<file path="src/rtl/adc_rd_pkg.sv">
// Package: shared types and helpers for the serial ADC reader.
// Assumes: nothing beyond IEEE 1800-2017.
package adc_rd_pkg;

    // Frame sequencer states.
    typedef enum logic [1:0] {
        ST_IDLE  = 2'd0,
        ST_FRAME = 2'd1,
        ST_QUIET = 2'd2
    } rd_state_e;

    // Counter width able to hold values 0..n, never below one bit.
    function automatic int unsigned cnt_width(input int unsigned n);
        return (n < 2) ? 1 : $clog2(n + 1);
    endfunction

endpackage

</file>
<file path="src/rtl/adc_rd_tick.sv">
// Module: half-period tick generator for the serial clock.
// Raises tick once every HALF system cycles while run is high, and
// restarts its count whenever run is low.
// Assumes: HALF >= 1.
module adc_rd_tick #(
    parameter int unsigned HALF = 5
) (
    input  logic clk,
    input  logic rst_n,
    input  logic run,
    output logic tick
);
    import adc_rd_pkg::*;

    localparam int unsigned CW = cnt_width(HALF);
    localparam logic [CW-1:0] CLAST = CW'(HALF - 1);

    logic [CW-1:0] cnt;

    // Purpose: count system cycles within one sclk half period.
    always_ff @(posedge clk) begin
        if (!rst_n || !run) begin
            cnt <= '0;
        end else if (cnt == CLAST) begin
            cnt <= '0;
        end else begin
            cnt <= cnt + 1'b1;
        end
    end

    assign tick = run && (cnt == CLAST);

    // two ticks are always HALF cycles apart, so no tick follows another unless HALF is 1
    a_r3_tick_spacing: assert property (@(posedge clk) disable iff (!rst_n)
        (tick && HALF > 1) |=> !tick);

endmodule

</file>
<file path="src/rtl/adc_rd_seq.sv">
// Module: frame sequencer. Drives the shared chip select and serial clock,
// tells the lanes when to shift and when to copy out, enforces the quiet
// time, and remembers start requests that arrive while busy.
// Assumes: tick comes from adc_rd_tick driven by this module's run output.
module adc_rd_seq #(
    parameter int unsigned FRAME_BITS = 16,
    parameter int unsigned LEAD_BITS  = 4,
    parameter int unsigned QUIET_CYC  = 10
) (
    input  logic clk,
    input  logic rst_n,
    input  logic start,
    input  logic tick,
    output logic run,
    output logic cs_n,
    output logic sclk,
    output logic shift_en,
    output logic frame_end
);
    import adc_rd_pkg::*;

    // One edge index per sclk half period, plus one closing half period.
    localparam int unsigned  EW     = cnt_width(2 * FRAME_BITS);
    localparam logic [EW-1:0] LAST_E = EW'(2 * FRAME_BITS);
    localparam logic [EW-1:0] LEAD_E = EW'(2 * LEAD_BITS);
    localparam int unsigned  QW     = cnt_width(QUIET_CYC);
    localparam logic [QW-1:0] QLAST  = QW'((QUIET_CYC > 0) ? QUIET_CYC - 1 : 0);

    rd_state_e     state;
    logic [EW-1:0] ecnt;
    logic [QW-1:0] qcnt;
    logic          pend;
    logic          cs_n_q;
    logic          sclk_q;

    assign run       = (state == ST_FRAME);
    assign frame_end = run && tick && (ecnt == LAST_E);
    // odd edge indexes are rising sclk edges; keep only those past the lead bits
    assign shift_en  = run && tick && ecnt[0] && (ecnt > LEAD_E);
    assign cs_n      = cs_n_q;
    assign sclk      = sclk_q;

    // Purpose: step through idle, frame and quiet, and drive cs_n and sclk.
    always_ff @(posedge clk) begin
        if (!rst_n) begin
            state  <= ST_IDLE;
            ecnt   <= '0;
            qcnt   <= '0;
            pend   <= 1'b0;
            cs_n_q <= 1'b1;
            sclk_q <= 1'b1;
        end else begin
            case (state)
                ST_IDLE: begin
                    if (start || pend) begin
                        state  <= ST_FRAME;
                        cs_n_q <= 1'b0;
                        ecnt   <= '0;
                        pend   <= 1'b0;
                    end
                end
                ST_FRAME: begin
                    if (start) begin
                        pend <= 1'b1;
                    end
                    if (tick) begin
                        if (ecnt == LAST_E) begin
                            cs_n_q <= 1'b1;
                            qcnt   <= '0;
                            state  <= ST_QUIET;
                        end else begin
                            sclk_q <= ecnt[0];
                            ecnt   <= ecnt + 1'b1;
                        end
                    end
                end
                ST_QUIET: begin
                    if (start) begin
                        pend <= 1'b1;
                    end
                    if (qcnt == QLAST) begin
                        state <= ST_IDLE;
                    end else begin
                        qcnt <= qcnt + 1'b1;
                    end
                end
                default: begin
                    state  <= ST_IDLE;
                    cs_n_q <= 1'b1;
                    sclk_q <= 1'b1;
                end
            endcase
        end
    end

    // Purpose (check only): count cs_n high cycles and sclk rising edges per frame.
    logic [15:0] hi_cnt;
    logic [7:0]  rise_cnt;
    logic        sclk_d;
    always_ff @(posedge clk) begin
        if (!rst_n) begin
            hi_cnt   <= 16'(QUIET_CYC);
            rise_cnt <= '0;
            sclk_d   <= 1'b1;
        end else begin
            sclk_d <= sclk_q;
            if (!cs_n_q) begin
                hi_cnt <= '0;
            end else if (hi_cnt != 16'hFFFF) begin
                hi_cnt <= hi_cnt + 1'b1;
            end
            if (cs_n_q) begin
                rise_cnt <= '0;
            end else if (sclk_q && !sclk_d) begin
                rise_cnt <= rise_cnt + 1'b1;
            end
        end
    end

    // sclk idles high whenever chip select is inactive
    a_r3_sclk_idle_high: assert property (@(posedge clk) disable iff (!rst_n)
        cs_n_q |-> sclk_q);

    // chip select was high for at least the quiet time before it falls
    a_r8_quiet_time: assert property (@(posedge clk) disable iff (!rst_n)
        $fell(cs_n_q) |-> ($past(hi_cnt) >= 16'(QUIET_CYC)));

    // every frame carries exactly FRAME_BITS rising sclk edges
    a_r2_edge_count: assert property (@(posedge clk) disable iff (!rst_n)
        $rose(cs_n_q) |-> (rise_cnt == 8'(FRAME_BITS)));

    // a request during a busy phase is remembered until a frame starts
    a_r9_pend_held: assert property (@(posedge clk) disable iff (!rst_n)
        (start && state != ST_IDLE) |=> pend);

endmodule

</file>
<file path="src/rtl/adc_rd_lane.sv">
// Module: one converter lane. Shifts in the kept data bits MSB first and
// copies them to the output word when the frame ends.
// Assumes: shift_en pulses exactly SAMPLE_W times per frame, on rising sclk.
module adc_rd_lane #(
    parameter int unsigned SAMPLE_W = 12
) (
    input  logic                clk,
    input  logic                rst_n,
    input  logic                sdi,
    input  logic                shift_en,
    input  logic                load,
    output logic [SAMPLE_W-1:0] dout
);
    logic [SAMPLE_W-1:0] shreg;

    // Purpose: capture serial bits and publish the finished word.
    always_ff @(posedge clk) begin
        if (!rst_n) begin
            shreg <= '0;
            dout  <= '0;
        end else begin
            if (shift_en) begin
                shreg <= {shreg[SAMPLE_W-2:0], sdi};
            end
            if (load) begin
                dout <= shreg;
            end
        end
    end

    // the shift and the copy-out never fall in the same cycle
    a_r4_no_shift_on_load: assert property (@(posedge clk) disable iff (!rst_n)
        load |-> !shift_en);

endmodule

</file>
<file path="src/rtl/adc_lane_reader.sv">
// Module: top of the multi-lane serial ADC reader. Ties the tick generator,
// the frame sequencer and one capture lane per converter together.
// Assumes: all converters share cs_n and sclk and change sdi after a
// falling sclk edge; FRAME_BITS > SAMPLE_W >= 2.
module adc_lane_reader #(
    parameter int unsigned LANES       = 2,
    parameter int unsigned SAMPLE_W    = 12,
    parameter int unsigned FRAME_BITS  = 16,
    parameter int unsigned HALF_PERIOD = 5,
    parameter int unsigned QUIET_CYC   = 10
) (
    input  logic                      clk,
    input  logic                      rst_n,
    input  logic                      start,
    input  logic [LANES-1:0]          sdi,
    output logic                      cs_n,
    output logic                      sclk,
    output logic [LANES*SAMPLE_W-1:0] dout,
    output logic                      ready
);
    localparam int unsigned LEAD_BITS = FRAME_BITS - SAMPLE_W;

    logic run;
    logic tick;
    logic shift_en;
    logic frame_end;

    adc_rd_tick #(
        .HALF (HALF_PERIOD)
    ) u_tick (
        .clk   (clk),
        .rst_n (rst_n),
        .run   (run),
        .tick  (tick)
    );

    adc_rd_seq #(
        .FRAME_BITS (FRAME_BITS),
        .LEAD_BITS  (LEAD_BITS),
        .QUIET_CYC  (QUIET_CYC)
    ) u_seq (
        .clk       (clk),
        .rst_n     (rst_n),
        .start     (start),
        .tick      (tick),
        .run       (run),
        .cs_n      (cs_n),
        .sclk      (sclk),
        .shift_en  (shift_en),
        .frame_end (frame_end)
    );

    // one independent capture lane per converter
    for (genvar k = 0; k < LANES; k++) begin : g_lane
        adc_rd_lane #(
            .SAMPLE_W (SAMPLE_W)
        ) u_lane (
            .clk      (clk),
            .rst_n    (rst_n),
            .sdi      (sdi[k]),
            .shift_en (shift_en),
            .load     (frame_end),
            .dout     (dout[k*SAMPLE_W +: SAMPLE_W])
        );
    end

    // Purpose: register the frame-end strobe so ready lines up with dout.
    always_ff @(posedge clk) begin
        if (!rst_n) begin
            ready <= 1'b0;
        end else begin
            ready <= frame_end;
        end
    end

    // ready lasts a single cycle
    a_r6_ready_pulse: assert property (@(posedge clk) disable iff (!rst_n)
        ready |=> !ready);

    // ready comes with chip select just released
    a_r6_ready_with_cs: assert property (@(posedge clk) disable iff (!rst_n)
        ready |-> (cs_n && $past(!cs_n)));

    // outputs change only together with ready
    a_r7_dout_hold: assert property (@(posedge clk) disable iff (!rst_n)
        !ready |-> $stable(dout));

endmodule

</file>
<file path="config.mk">
export PLATFORM = sky130hd
export DESIGN_NAME = adc_lane_reader
export DESIGN_NICKNAME = d
export VERILOG_FILES = /design/src/rtl/adc_rd_pkg.sv /design/src/rtl/adc_rd_tick.sv /design/src/rtl/adc_rd_seq.sv /design/src/rtl/adc_rd_lane.sv /design/src/rtl/adc_lane_reader.sv
export SDC_FILE = /design/constraint.sdc
export NUM_CORES = 1
export LEC_CHECK = 0
export ABC_CLOCK_PERIOD_IN_PS = 5500
export BUFFER_PORTS_ARGS = -buffer_cell sky130_fd_sc_hd__clkbuf_2
export CAP_MARGIN = 20
export CELL_PAD_IN_SITES_DETAIL_PLACEMENT = 2
export CELL_PAD_IN_SITES_GLOBAL_PLACEMENT = 2
export CORE_MARGIN = 5
export CORE_UTILIZATION = 42
export CTS_BUF_LIST = sky130_fd_sc_hd__clkbuf_4
export CTS_CLUSTER_DIAMETER = 120
export DETAILED_ROUTE_END_ITERATION = 12
export MAX_ROUTING_LAYER = met4
export PLACE_DENSITY = 0.85
export SLEW_MARGIN = 20
export SYNTH_ARGS = -nofsm -noshare
export SYNTH_HDL_FRONTEND = slang
export SYNTH_HIERARCHICAL = 1
export SYNTH_SLANG_ARGS = --single-unit
</file>
<file path="constraint.sdc">
create_clock -name clk -period 5.5 [get_ports clk]
set_input_delay 0.275 -clock clk [delete_from_list [all_inputs] [get_ports clk]]
set_output_delay 0.275 -clock clk [all_outputs]
set_load 0.01 [all_outputs]
</file>
==> results of run 1 <==
==> per-layer routing <==
| layer | GRT usage [%] | share of wire, % | up-vias |
|---|---|---|---|
| li1 | - | - | 1046 |
| met1 | 23.4 | 45 | 1067 |
| met2 | 32.9 | 50 | 42 |
| met3 | 5.69 | 3.7 | 8 |
| met4 | 6.02 | 1.3 | 0 |
| met5 | - | 0 | - |
==> layout make-up <==
type                            instances  share of cell area [%]
Clock buffer                           10                    2.28
Tap cell                               96                    3.64
Multi-Input combinational cell        193                    44.7
Sequential cell                        67                    40.7
Clock inverter                          6                    2.01
Timing Repair Buffer                   34                    5.38
Inverter                               12                    1.37
==> cells in the final DEF (no fill, tap or decap), types with 4 or more instances in the layout <==
cell,Yosys,final
o21ai_0,6,6
dfxtp_1,67,67
nand3_1,6,6
mux2i_1,50,50
ha_1,9,9
clkbuf_2,0,31
nor2b_1,49,49
inv_1,12,12
nand2_1,13,13
nor2_1,5,4
nand2b_1,4,4
clkbuf_4,0,10
==> logic make-up (layout without fill, tap and decap cells) <==
group	Yosys count	count (layout)	share of synthesized area [%]
xor gates and xnor gates	1	1	0.297
DFF	67	67	45.4
buffers and inverters	24	62	4.88
adders and majority gates	9	9	3.82
muxes	50	50	17.0
AOI/OAI and AO/OA	32	32	8.01
and+or+nand+nor	101	101	20.6
==> stage by stage <==
stage	util (%)	hold slack [ps]	cells	area (µm²)
final	48.3	91.8	418	3300
after global placement	46.2	440	402	3160
after global routing	48.3	76.5	418	3300
after floorplan	-	402	284	2950
after CTS	48.3	47.0	418	3300
after detailed placement	46.2	462	402	3160
==> synthesized netlist by cell type (2+ instances only) <==
| library cell | count | share of area, % |
|---|---|---|
| nor3_1 | 3 | 0.51 |
| o2bb2ai_1 | 2 | 0.59 |
| ha_1 | 9 | 3.8 |
| buf_6 | 4 | 1.5 |
| clkbuf_8 | 2 | 0.93 |
| a21oi_1 | 3 | 0.51 |
| o211ai_1 | 3 | 0.76 |
| a31oi_1 | 2 | 0.42 |
| nor2b_1 | 49 | 10 |
| a211oi_1 | 3 | 0.76 |
| o21ai_0 | 6 | 1.0 |
| nand2b_1 | 4 | 0.85 |
| a311oi_1 | 2 | 0.59 |
| nor2_1 | 5 | 0.64 |
| nand2_1 | 13 | 1.7 |
| dfxtp_1 | 67 | 45 |
| and3_1 | 2 | 0.42 |
| mux2i_1 | 50 | 17 |
| nand3_1 | 6 | 1.0 |
| or3b_1 | 2 | 0.59 |
| clkbuf_1 | 5 | 0.64 |
| nand3b_1 | 3 | 0.76 |
| and2_1 | 2 | 0.42 |
| or3_1 | 3 | 0.64 |
| inv_1 | 12 | 1.5 |
==> final timing paths <==
check        slack, ps  depth (start not counted)                         to      startpoint
max reg2reg       3190                          8  g_lane[1].u_lane/dout[10]  u_seq/state[1]
min reg2reg        470                          1              u_tick/cnt[0]   u_tick/cnt[0]
max               3190                          8  g_lane[1].u_lane/dout[10]  u_seq/state[1]
min                 90                          3                 u_seq/pend           start
==> power by group through the flow <==
stage	Clock (mW)	Combinational, mW	Sequential (mW)
after global placement	0	0.144	0.514
final	0.332	0.153	0.504
after CTS	0.351	0.155	0.504
after detailed placement	0	0.151	0.515
after global routing	0.368	0.170	0.506
after floorplan	0	0.113	0.515
==> registers in the layout (all words and copies together) (netlist names) <==
register,cells
u_seq/ecnt,6
g_lane.u_lane/dout,24
ready,1
u_tick/cnt,3
u_seq/sclk,1
u_seq/pend,1
g_lane.u_lane/shreg,24
u_seq/cs_n,1
u_seq/state,2
u_seq/qcnt,4
==> critical path, delay by kind of cell, from the launching register on <==
kind                     cells  cell delay [ps]
AND/OR/NAND/NOR              4              680
buffers and inverters        2              490
adder cells (fa/ha/maj)      1              380
flip-flops                   1              340
multiplexers                 1              290
==> impl_metrics.yaml, run 1 <==
setup_path:
  slowest_delay_ps: 410
  end_kind: "flop"
  cp_max_fo: 25
  cp.arrival_ps: 2620
  required_ps: 5810
  start_kind: "flop"
  crit_slowest_cell: "buf_4"
  path_class: "reg2reg"
  cp_cell_sequence: "inv_1, ha_1, and3_1, nand2_1, nor2_2, buf_4, mux2i_1, nor2b_1"
global_route:
  overflow: 0
  grt_usage_pct: 19.9
  grt_pass1_vias: 2492
  antenna_found_initial: 0
  grt_pass1_wl_um: 13200
  grt_max_degree: 38
finish:
  area_growth_pct: 11.8
  seq_area_um2: 1340
  num_antenna_cells: 0
  layout-drive-gt1-share_pct: 19.3
  fill_cells: 734
  nets: 331
  multi_input_area_um2: 1470
clocking:
  htree_levels: 3
  clk_path_buf_depth: 2
  cts_hold_buffers: 0
  cts_setup_buffers: 0
  clkSlewWorstSetupHoldPaths_ps: 110
  cts_resized: 0
  cts_root_buf: "clkbuf_4"
  clock_sinks: 67
  numCtsBuffers: 9
  cts_tree: "yes"
  clk_latency_ps: 420
die:
  ios: 32
  dieArea_um2: 8800
  die_w_um: 93.8
  fp-row-count: 30
  coreArea_um2: 6830
  die_h_um: 93.8
  initial_core_util_pct: 43.2
synth:
  synth_nets: 298
  avgSynthCellArea_um2: 10.4
  synth_edf_count: 0
  yosysWarnings: 6
  ys_seq_area_share_pct: 45.4
  syn_area_um2: 2950
  ys_ff_latch: 67
  yosysUniqueCellTypes: 47
  syn_inst: 284
  async_flop_share_pct: 0
  yosys_most_used_dff: "dfxtp_1"
sta:
  setup_viol: 0
  clock.fmax_mhz: 433
  rsz0062_at_grt: "false"
  fin_ws_ps: 3190
  slew_violations: 0
  min_period_over_period_pct: 42.0
  min_period_ps: 2310
  slew_headroom_pct: 58.8
  fin_skew_ps: 24.1
  hold_violations: 0
  tns_ps: 0
  max_slew.worst_pin.slew_ps: 611
run:
  cap_violations: 0
placement:
  gp_congestion: 0.838
  port_buffers: 31
  pre_cts_ws_ps: 3260
  hpwl_um: 4750
power_and_ir_drop:
  power_frac_comb_pct: 15.5
  p_per_area_nw_per_um2: 300
  power_leakage_nw: 1.12
  p_sw_share_pct: 29.9
  switching_power_mw: 0.295
  p_seq_share_pct: 50.9
  ir_drop_uv: 155
  clkPwrFrac_pct: 33.6
  cellInternalPower_mw: 0.694
  finalPower_mw: 0.989
routing:
  wl_per_cell_um: 18.8
  drt-pass1-iter-count: 4
  wirelength_um: 7860
  first_iter_violations: 45
  postRouteAntennaNets: 0
  viasPerCell: 5.17
  vias: 2163
  route.detailed.drc: 0
run_status:
  status: "complete, no violations"
worst_hold_path:
  hold_class: "in2reg"
Note: power is estimated with default switching activity, not from simulation.
==> run 2, diff against run 1 <==
--- a/config.mk
+++ b/config.mk
@@ -5,18 +5,18 @@
 export SDC_FILE = /design/constraint.sdc
 export NUM_CORES = 1
 export LEC_CHECK = 0
-export ABC_CLOCK_PERIOD_IN_PS = 5500
+export ABC_CLOCK_PERIOD_IN_PS = 1850
 export BUFFER_PORTS_ARGS = -buffer_cell sky130_fd_sc_hd__clkbuf_2
 export CAP_MARGIN = 20
 export CELL_PAD_IN_SITES_DETAIL_PLACEMENT = 2
 export CELL_PAD_IN_SITES_GLOBAL_PLACEMENT = 2
 export CORE_MARGIN = 5
-export CORE_UTILIZATION = 42
+export CORE_UTILIZATION = 35
 export CTS_BUF_LIST = sky130_fd_sc_hd__clkbuf_4
 export CTS_CLUSTER_DIAMETER = 120
 export DETAILED_ROUTE_END_ITERATION = 12
 export MAX_ROUTING_LAYER = met4
-export PLACE_DENSITY = 0.85
+export PLACE_DENSITY = 0.76
 export SLEW_MARGIN = 20
 export SYNTH_ARGS = -nofsm -noshare
 export SYNTH_HDL_FRONTEND = slang
==> constraint.sdc (replaced) <==
create_clock -name clk -period 1.85 [get_ports clk]
set_input_delay 0.0925 -clock clk [delete_from_list [all_inputs] [get_ports clk]]
set_output_delay 0.0925 -clock clk [all_outputs]
set_load 0.01 [all_outputs]
==> impl_metrics.yaml, run 2 (synthesis results as in run 1) <==
finish:
  seq_area_um2: 1350
  top_regs: "g_lane.u_lane/dout: 24 flops, g_lane.u_lane/shreg: 24 flops, u_seq/ecnt: 6 flops"
  area_growth_pct: 25.1
  nets: 352
  post-route-util_pct: 44.9
  num_antenna_cells: 0
  fill_cells: 891
  multi_input_area_um2: 1550
  final_cell_mix: "dfxtp_1 (63), nor2b_1 (49), mux2i_1 (46), clkbuf_2 (31), buf_4 (15)"
  fin_cells: 448
  final_common_cell: "dfxtp_1"
  layout-drive-gt1-share_pct: 27.7
power_and_ir_drop:
  ir_drop_uv: 443
  p_per_area_nw_per_um2: 899
  power_leakage_nw: 1.30
  finalPower_mw: 3.32
placement:
  hpwl_um: 4960
  port_buffers: 31
  gp_congestion: 0.783
  dp.cells: 424
routing:
  wl_per_cell_um: 17.2
  first_iter_violations: 37
  drt-pass1-iter-count: 4
  wirelength_um: 7720
  postRouteAntennaNets: 0
  route.detailed.drc: 0
  vias: 2232
  viasPerCell: 4.98
die:
  fp-row-count: 33
  die_w_um: 102
  ios: 32
  dieArea_um2: 10400
  die_h_um: 102
  initial_core_util_pct: 35.9
  coreArea_um2: 8220
clocking:
  clkSlewWorstSetupHoldPaths_ps: 120
  clk_latency_ps: 400
  clk_path_buf_depth: 2
  cts_root_buf: "clkbuf_4"
  htree_levels: 3
  cts_tree: "yes"
  clock_sinks: 67
  numCtsBuffers: 9
worst_hold_path:
  min_path_cells: 3
  holdPathEnd: "u_seq/qcnt[2]"
  hp-start: "rst_n"
  hold_class: "in2reg"
setup_path:
  cp_max_fo: 6
  timing.rr.start: "u_seq/ecnt[1]"
  r2r_end: "g_lane[1].u_lane/shreg[5]"
  start_kind: "flop"
  cp.arrival_ps: 2080
  required_ps: 2140
  path_class: "reg2reg"
  end_kind: "flop"
  r2r_setup_slack_ps: 70
  reg2reg_depth: 9
global_route:
  grt_pass1_wl_um: 12400
  antenna_found_initial: 0
  overflow: 0
  grt_pass1_vias: 2472
  grt_max_degree: 24
  grt_usage_pct: 15.9
sta:
  min_period_over_period_pct: 96.4
  hold_ws_ps: 151
  slew_violations: 0
  min_period_ps: 1780
  fin_skew_ps: 9.90
  setup_viol: 0
  slew_headroom_pct: 72.8
  hold_violations: 0
  max_slew.worst_pin.slew_ps: 406
  tns_ps: 0
  clock.fmax_mhz: 561
run:
  cap_violations: 0
run_status:
  status: "complete, no violations"
run 2: worst max-delay path by stage:
stage / from / to / slack, ps
after floorplan: u_tick/cnt[0] / g_lane[0].u_lane/dout[0] / -20
final: u_seq/ecnt[1] / g_lane[1].u_lane/shreg[5] / 70
after global placement: u_tick/cnt[0] / u_seq/qcnt[1] / 90
after global routing: u_seq/ecnt[5] / g_lane[0].u_lane/dout[9] / -20
after detailed placement: u_tick/cnt[0] / g_lane[0].u_lane/shreg[5] / -10
after CTS: u_seq/ecnt[0] / g_lane[1].u_lane/shreg[9] / 5
run 2: through the flow:
stage	setup WS, ps	instance area (µm²)
global route	-20.4	3690
floorplan	-18.0	2960
global placement	85.2	3300
finish	66.4	3690
CTS	4.56	3580
detailed placement	-11.0	3300
run 2: layout make-up:
type	count	share of cell area, %
multi-input cells	193	42.1
flip-flops and latches	67	36.5
repair buffers	55	11.6
well taps	105	3.56
clock inverters	6	3.05
clock buffers	10	2.03
inverters	12	1.22
run 2: critical path, cell delays in order (launching register included):
cell and delay [ps]:
dfxtp_2 380, inv_1 60, ha_1 190, nand2b_1 110, a211oi_2 110, nor3_4 250, buf_12 160, buf_12 130
mux2i_2 220, nor2b_1 70
run 2: what timing repair did:
action                                  in CTS  in global routing
gates cloned                                 1                  2
pin swaps                                    1                  1
resized for setup                            5                 17
hold endpoints to repair                     3                  0
endpoints found under the setup margin      19                 29
hold buffers                                 3                  0
buffers inserted                             2                  2
run 2: metal layers:
metal / global-route usage [%] / up-vias / part of all wire [%]
met5: - / - / 0
met4: 4.94 / 0 / 1.1
met3: 4.30 / 7 / 2.6
met2: 27.6 / 25 / 53
met1: 17.9 / 1109 / 44
li1: - / 1091 / -
run 2: power breakdown:
| group | switching (mW) | internal [mW] | leakage (nW) | total, mW |
|---|---|---|---|---|
| Clock | 0.564 | 0.705 | 0.101 | 1.27 |
| Sequential | 0.0251 | 1.48 | 0.542 | 1.50 |
| Combinational | 0.317 | 0.228 | 0.658 | 0.545 |
